## src/rtl/intc_cm_pkg.sv

```systemverilog
package intc_cm_pkg;
  typedef enum logic {
    SEL_CAUSE = 1'b0,
    SEL_MASK  = 1'b1
  } reg_sel_e;

  // Suggested event positions inside one channel field
  localparam int EV_DESC_DONE  = 0;
  localparam int EV_CHAIN_DONE = 1;
  localparam int EV_HALTED     = 2;
  localparam int EV_DECODE_ERR = 3;
  localparam int EV_ERR_FIRST  = 4;
  localparam int EV_ERR_LAST   = 9;
endpackage

```

## src/rtl/intc_cm_cause_field.sv

```systemverilog
module intc_cm_cause_field #(
  parameter int FW = 16
) (
  input  logic          clk,
  input  logic          rst,
  input  logic          wr_en,
  input  logic [FW-1:0] wr_data,
  input  logic [FW-1:0] evt,
  output logic [FW-1:0] cause_o
);
  logic [FW-1:0] cause_q;
  logic [FW-1:0] kept;

  // written 0 clears, written 1 keeps
  always_comb begin
    kept = wr_en ? (cause_q & wr_data) : cause_q;
  end

  // events OR in after the clear, so a colliding event wins
  always_ff @(posedge clk) begin
    if (rst) cause_q <= '0;
    else     cause_q <= kept | evt;
  end

  assign cause_o = cause_q;
endmodule

```

## src/rtl/intc_cm_mask_field.sv

```systemverilog
module intc_cm_mask_field #(
  parameter int FW = 16
) (
  input  logic          clk,
  input  logic          rst,
  input  logic          wr_en,
  input  logic [FW-1:0] wr_data,
  output logic [FW-1:0] mask_o
);
  logic [FW-1:0] mask_q;

  always_ff @(posedge clk) begin
    if (rst)        mask_q <= '0;
    else if (wr_en) mask_q <= wr_data;
  end

  assign mask_o = mask_q;
endmodule

```

## src/rtl/intc_cm_irq_reduce.sv

```systemverilog
module intc_cm_irq_reduce #(
  parameter int FW = 16
) (
  input  logic          clk,
  input  logic          rst,
  input  logic [FW-1:0] cause,
  input  logic [FW-1:0] mask,
  output logic          irq_o
);
  logic irq_q;

  always_ff @(posedge clk) begin
    if (rst) irq_q <= 1'b0;
    else     irq_q <= |(cause & mask);
  end

  assign irq_o = irq_q;
endmodule

```

## src/rtl/intc_cause_mask.sv

```systemverilog
module intc_cause_mask
  import intc_cm_pkg::*;
#(
  parameter int NCH = 2,
  parameter int FW  = 16,
  localparam int REG_W = NCH * FW
) (
  input  logic             clk,
  input  logic             rst,
  input  logic [REG_W-1:0] evt_i,
  input  logic             wr_en_i,
  input  logic             rd_en_i,
  input  logic             addr_i,
  input  logic [REG_W-1:0] wr_data_i,
  output logic [REG_W-1:0] rd_data_o,
  output logic [NCH-1:0]   irq_o
);
  logic [REG_W-1:0] cause_q;
  logic [REG_W-1:0] mask_q;
  logic [REG_W-1:0] rd_q;
  logic             wr_cause;
  logic             wr_mask;

  assign wr_cause = wr_en_i && (addr_i == SEL_CAUSE);
  assign wr_mask  = wr_en_i && (addr_i == SEL_MASK);

  for (genvar ch = 0; ch < NCH; ch++) begin : g_ch
    intc_cm_cause_field #(.FW(FW)) u_cause (
      .clk     (clk),
      .rst     (rst),
      .wr_en   (wr_cause),
      .wr_data (wr_data_i[ch*FW +: FW]),
      .evt     (evt_i[ch*FW +: FW]),
      .cause_o (cause_q[ch*FW +: FW])
    );

    intc_cm_mask_field #(.FW(FW)) u_mask (
      .clk     (clk),
      .rst     (rst),
      .wr_en   (wr_mask),
      .wr_data (wr_data_i[ch*FW +: FW]),
      .mask_o  (mask_q[ch*FW +: FW])
    );

    intc_cm_irq_reduce #(.FW(FW)) u_irq (
      .clk   (clk),
      .rst   (rst),
      .cause (cause_q[ch*FW +: FW]),
      .mask  (mask_q[ch*FW +: FW]),
      .irq_o (irq_o[ch])
    );
  end

  always_ff @(posedge clk) begin
    if (rst)          rd_q <= '0;
    else if (rd_en_i) rd_q <= (addr_i == SEL_MASK) ? mask_q : cause_q;
  end

  assign rd_data_o = rd_q;
endmodule

```

## config.mk

```make
export PLATFORM = sky130hd
export DESIGN_NAME = intc_cause_mask
export DESIGN_NICKNAME = d
export VERILOG_FILES = /design/src/rtl/intc_cm_pkg.sv /design/src/rtl/intc_cm_cause_field.sv /design/src/rtl/intc_cm_mask_field.sv /design/src/rtl/intc_cm_irq_reduce.sv /design/src/rtl/intc_cause_mask.sv
export SDC_FILE = /design/constraint.sdc
export NUM_CORES = 1
export LEC_CHECK = 0
export ABC_AREA = 1
export BUFFER_PORTS_ARGS = -buffer_cell sky130_fd_sc_hd__buf_2
export CAP_MARGIN = 15
export CORE_UTILIZATION = 55
export DETAILED_ROUTE_END_ITERATION = 10
export GPL_TIMING_DRIVEN = 0
export PLACE_DENSITY = 0.79
export SLEW_MARGIN = 40
export SYNTH_ARGS = -nofsm -noshare
export SYNTH_HDL_FRONTEND = slang
export SYNTH_HIERARCHICAL = 1
export SYNTH_SLANG_ARGS = --single-unit
export TNS_END_PERCENT = 10
```

## constraint.sdc

```tcl
create_clock -name clk -period 1.1 [get_ports clk]
set_input_delay 0 -clock clk [delete_from_list [all_inputs] [get_ports clk]]
set_output_delay 0 -clock clk [all_outputs]
set_load 0.02 [all_outputs]
```

==> impl_results.md <==
- Status: complete, no violations
- Setup bufs post-CTS: 0
- Post-detail-place hpwl: between 8 and 9 mm
- Worst rel slew slack: between 70% and 80%
- Synth unique cells: 17
- Worst Min Path Start: addr_i
- Vias: about 4900
- Syn Area/Cell: between 6 and 7 µm²
- Port buffer count: 100
- Clock skew: 9.63 ps
- Mapped Area: ~5000 µm²
- Drt pass-1 iters: 5
- First-pass GRT wire length: between 20 and 25 mm
- Leak pwr: between 3 and 4 nW
- Crit path from: g_ch[1].u_cause/cause_o[8]
- # Max-Cap Violations: 0
- Share of cells above drive strength 1: approximately a quarter
- Post-DR vias/cell: 4.76
- Worst Hold Path Cells: 5
- Final Power: 7.95 mW
- R2r setup slk: about 170 ps
- Die width: approximately 97 µm
- Ant. Diodes: 0
- Pwr Density: approximately 1200 nW/µm²
- R2R depth: 6
- Boundary pin count: 103
- Die height: 97.3 µm
- Layout area overhead: 29.7%
- Post-synth net total: 815
- Hold crit path type: in2reg
- 1st-iter DRT viols: about 340
- Clock sinks: 98
- Type of origin of the critical path: flip-flop
- Post-route ant nets: 0
- Asr flop ratio synth: 0%
- Layout Nets: 991
- Worst slew pin tran: between 300 and 400 ps
- Die footprint: 9460 µm²
- Arr. time, crit path: around 1200 ps
- Mean routed wirelength per cell: about 12 µm
- Dominant synthesized flop cell: dfxtp_1
- Maximum fanout along the worst path: 3
- Final GP Congestion: between 0.8 and 0.9
- Final period util: approximately 84%
- Starting density of the core: 57.0%
- Max-slew violations: 0
- Final setup fails: 0
- CTS tree: yes
- Clk slew on worst S/H paths: 90 ps
- Sequential-to-total area share from yosys stat: between 30% and 40%
- Worst hold slack: 21.6 ps
- Final hold violations: 0
- Number of flops mapped to enable cells by yosys: 0
- Synth Instances: 746
- Syn. warnings: 6
- CTS H-tree lvls: 3
- Hold EP: rd_data_o[27]
- Synth Register Bits: a little under 100
- Site row count: 34
- Crit end category: flip-flop
- Total Routing Usage GR: 27.9%
- CP Class: reg2reg
- RSZ-0062 raised after global routing: false
- Core Region: between 8000 and 9000 µm²
- Resize count post-CTS: 0
- CTS buffer count: 9
- DRC: 0
- Reg2reg end: g_ch[1].u_irq/irq_o
- Min cycle time layout: 925 ps
- Post-Route WL: roughly 13 mm
- VDD IR max: between 600 and 700 µV
- Initial antenna violation count: 0
- Largest net degree at the start of global routing: 16
- Vias in the first global route: between 4000 and 5000
- Max Buffers Root-to-Sink: 2
- CTS root buffer: clkbuf_8
- R2R Path Start: g_ch[1].u_cause/cause_o[8]
- Worst-Skew Late Latency: about 360 ps
- Worst Path Required: around 1300 ps
- Gr ovfl total: 0
- Achievable Freq: between 1000 and 1500 MHz
-- layout make-up --
type	instances	area, µm²
Buffer	33	360
Fill cell	684	2290
Inverter	133	507
Clock inverter	4	52.6
Sequential cell	98	1960
Timing Repair Buffer	165	1150
Clock buffer	11	141
Tap cell	108	135
Multi-Input combinational cell	482	2160
-- power breakdown --
group | total [mW] | internal [mW] | switching, mW
registers | 4.01 | 3.80 | 0.207
clock network | 2.32 | 1.10 | 1.22
logic | 1.62 | 0.738 | 0.878
-- registers in the layout (all words and copies together), names as in the netlist --
signal,count
g_ch.u_irq/irq_o,2
g_ch.u_mask/mask_o,32
rd_data_o,32
g_ch.u_cause/cause_o,32
-- cell usage after synthesis, types with 4 or more instances --
library cell | instances | area share (%)
nor2_1 | 137 | 10
buf_6 | 15 | 3.4
inv_1 | 132 | 9.9
nand3_2 | 7 | 1.4
nand3_1 | 25 | 2.5
a21oi_1 | 12 | 1.2
buf_12 | 4 | 1.6
dfxtp_1 | 98 | 39
buf_4 | 6 | 0.90
nand2_1 | 216 | 16
nand2_2 | 61 | 7.6
nor2_2 | 4 | 0.50
a21oi_2 | 20 | 3.5
-- cell usage in the layout (no fill, tap or decap), types with 4 or more instances in the layout --
master | netlist | final
nand3_1 | 25 | 25
a21oi_2 | 20 | 20
buf_6 | 15 | 15
buf_2 | 3 | 103
nand3_2 | 7 | 7
nand2_2 | 61 | 61
buf_12 | 4 | 4
nand2_1 | 216 | 216
dfxtp_1 | 98 | 98
dlygate4sd3_1 | 0 | 65
buf_4 | 6 | 6
nor2_2 | 4 | 4
clkbuf_8 | 3 | 13
nor2_1 | 137 | 137
a21oi_1 | 12 | 12
inv_1 | 132 | 132
-- logic make-up after synthesis --
group | count (synthesis) | share of synthesized area, %
AND/OR/NAND/NOR | 450 | 38.6
buffers and inverters | 166 | 17.4
flip-flops | 98 | 39.3
AO/OA/AOI/OAI | 32 | 4.71
-- routing by layer --
metal / vias to the layer above / routed length (µm) / global-route usage, %
li1: 2504 / - / -
met1: 2223 / 5770 / 37.4
met2: 179 / 5960 / 46.2
met3: 15 / 912 / 4.32
met4: 0 / 142 / 8.60
met5: - / 0 / 0
-- how the worst max path moves through the flow --
| stage | to | slack (ps) | depth (start not counted) |
|---|---|---|---|
| 6_report | g_ch[1].u_irq/irq_o | 170 | 6 |
| 5_1_grt | g_ch[0].u_irq/irq_o | 50 | 6 |
| 4_1_cts | rd_data_o[13] | 180 | 1 |
| 3_5_place_dp | g_ch[0].u_mask/mask_o[9] | -80 | 8 |
| 3_3_place_gp | g_ch[0].u_mask/mask_o[5] | -50 | 8 |
| 2_1_floorplan | g_ch[0].u_mask/mask_o[4] | 110 | 8 |
-- critical path, cell delays in order (launching register included) --
cell and delay, ps:
dfxtp_1 360, nand2_1 90, nand2_1 60, nor2_1 100, nand2_1 60, nor2_1 100
nor2_1 60
-- through the flow --
step | util (%) | setup TNS, ps | std cells | setup WS, ps | instance area [µm²]
finish | 73.8 | 0 | 1034 | 175 | 6470
global route | 73.8 | 0 | 1034 | 53.8 | 6470
CTS | 73.8 | 0 | 1034 | 184 | 6470
detailed placement | 64.2 | -1140 | 954 | -84.3 | 5630
global placement | 64.2 | -1020 | 954 | -53.8 | 5630
floorplan | - | 0 | 746 | 107 | 4990
-- timing repair --
item / in CTS / in global routing
hold endpoints to repair: 65 / 0
hold buffers: 65 / 0
setup endpoints to repair: 0 / 0
(Power assumes the default switching activity.)
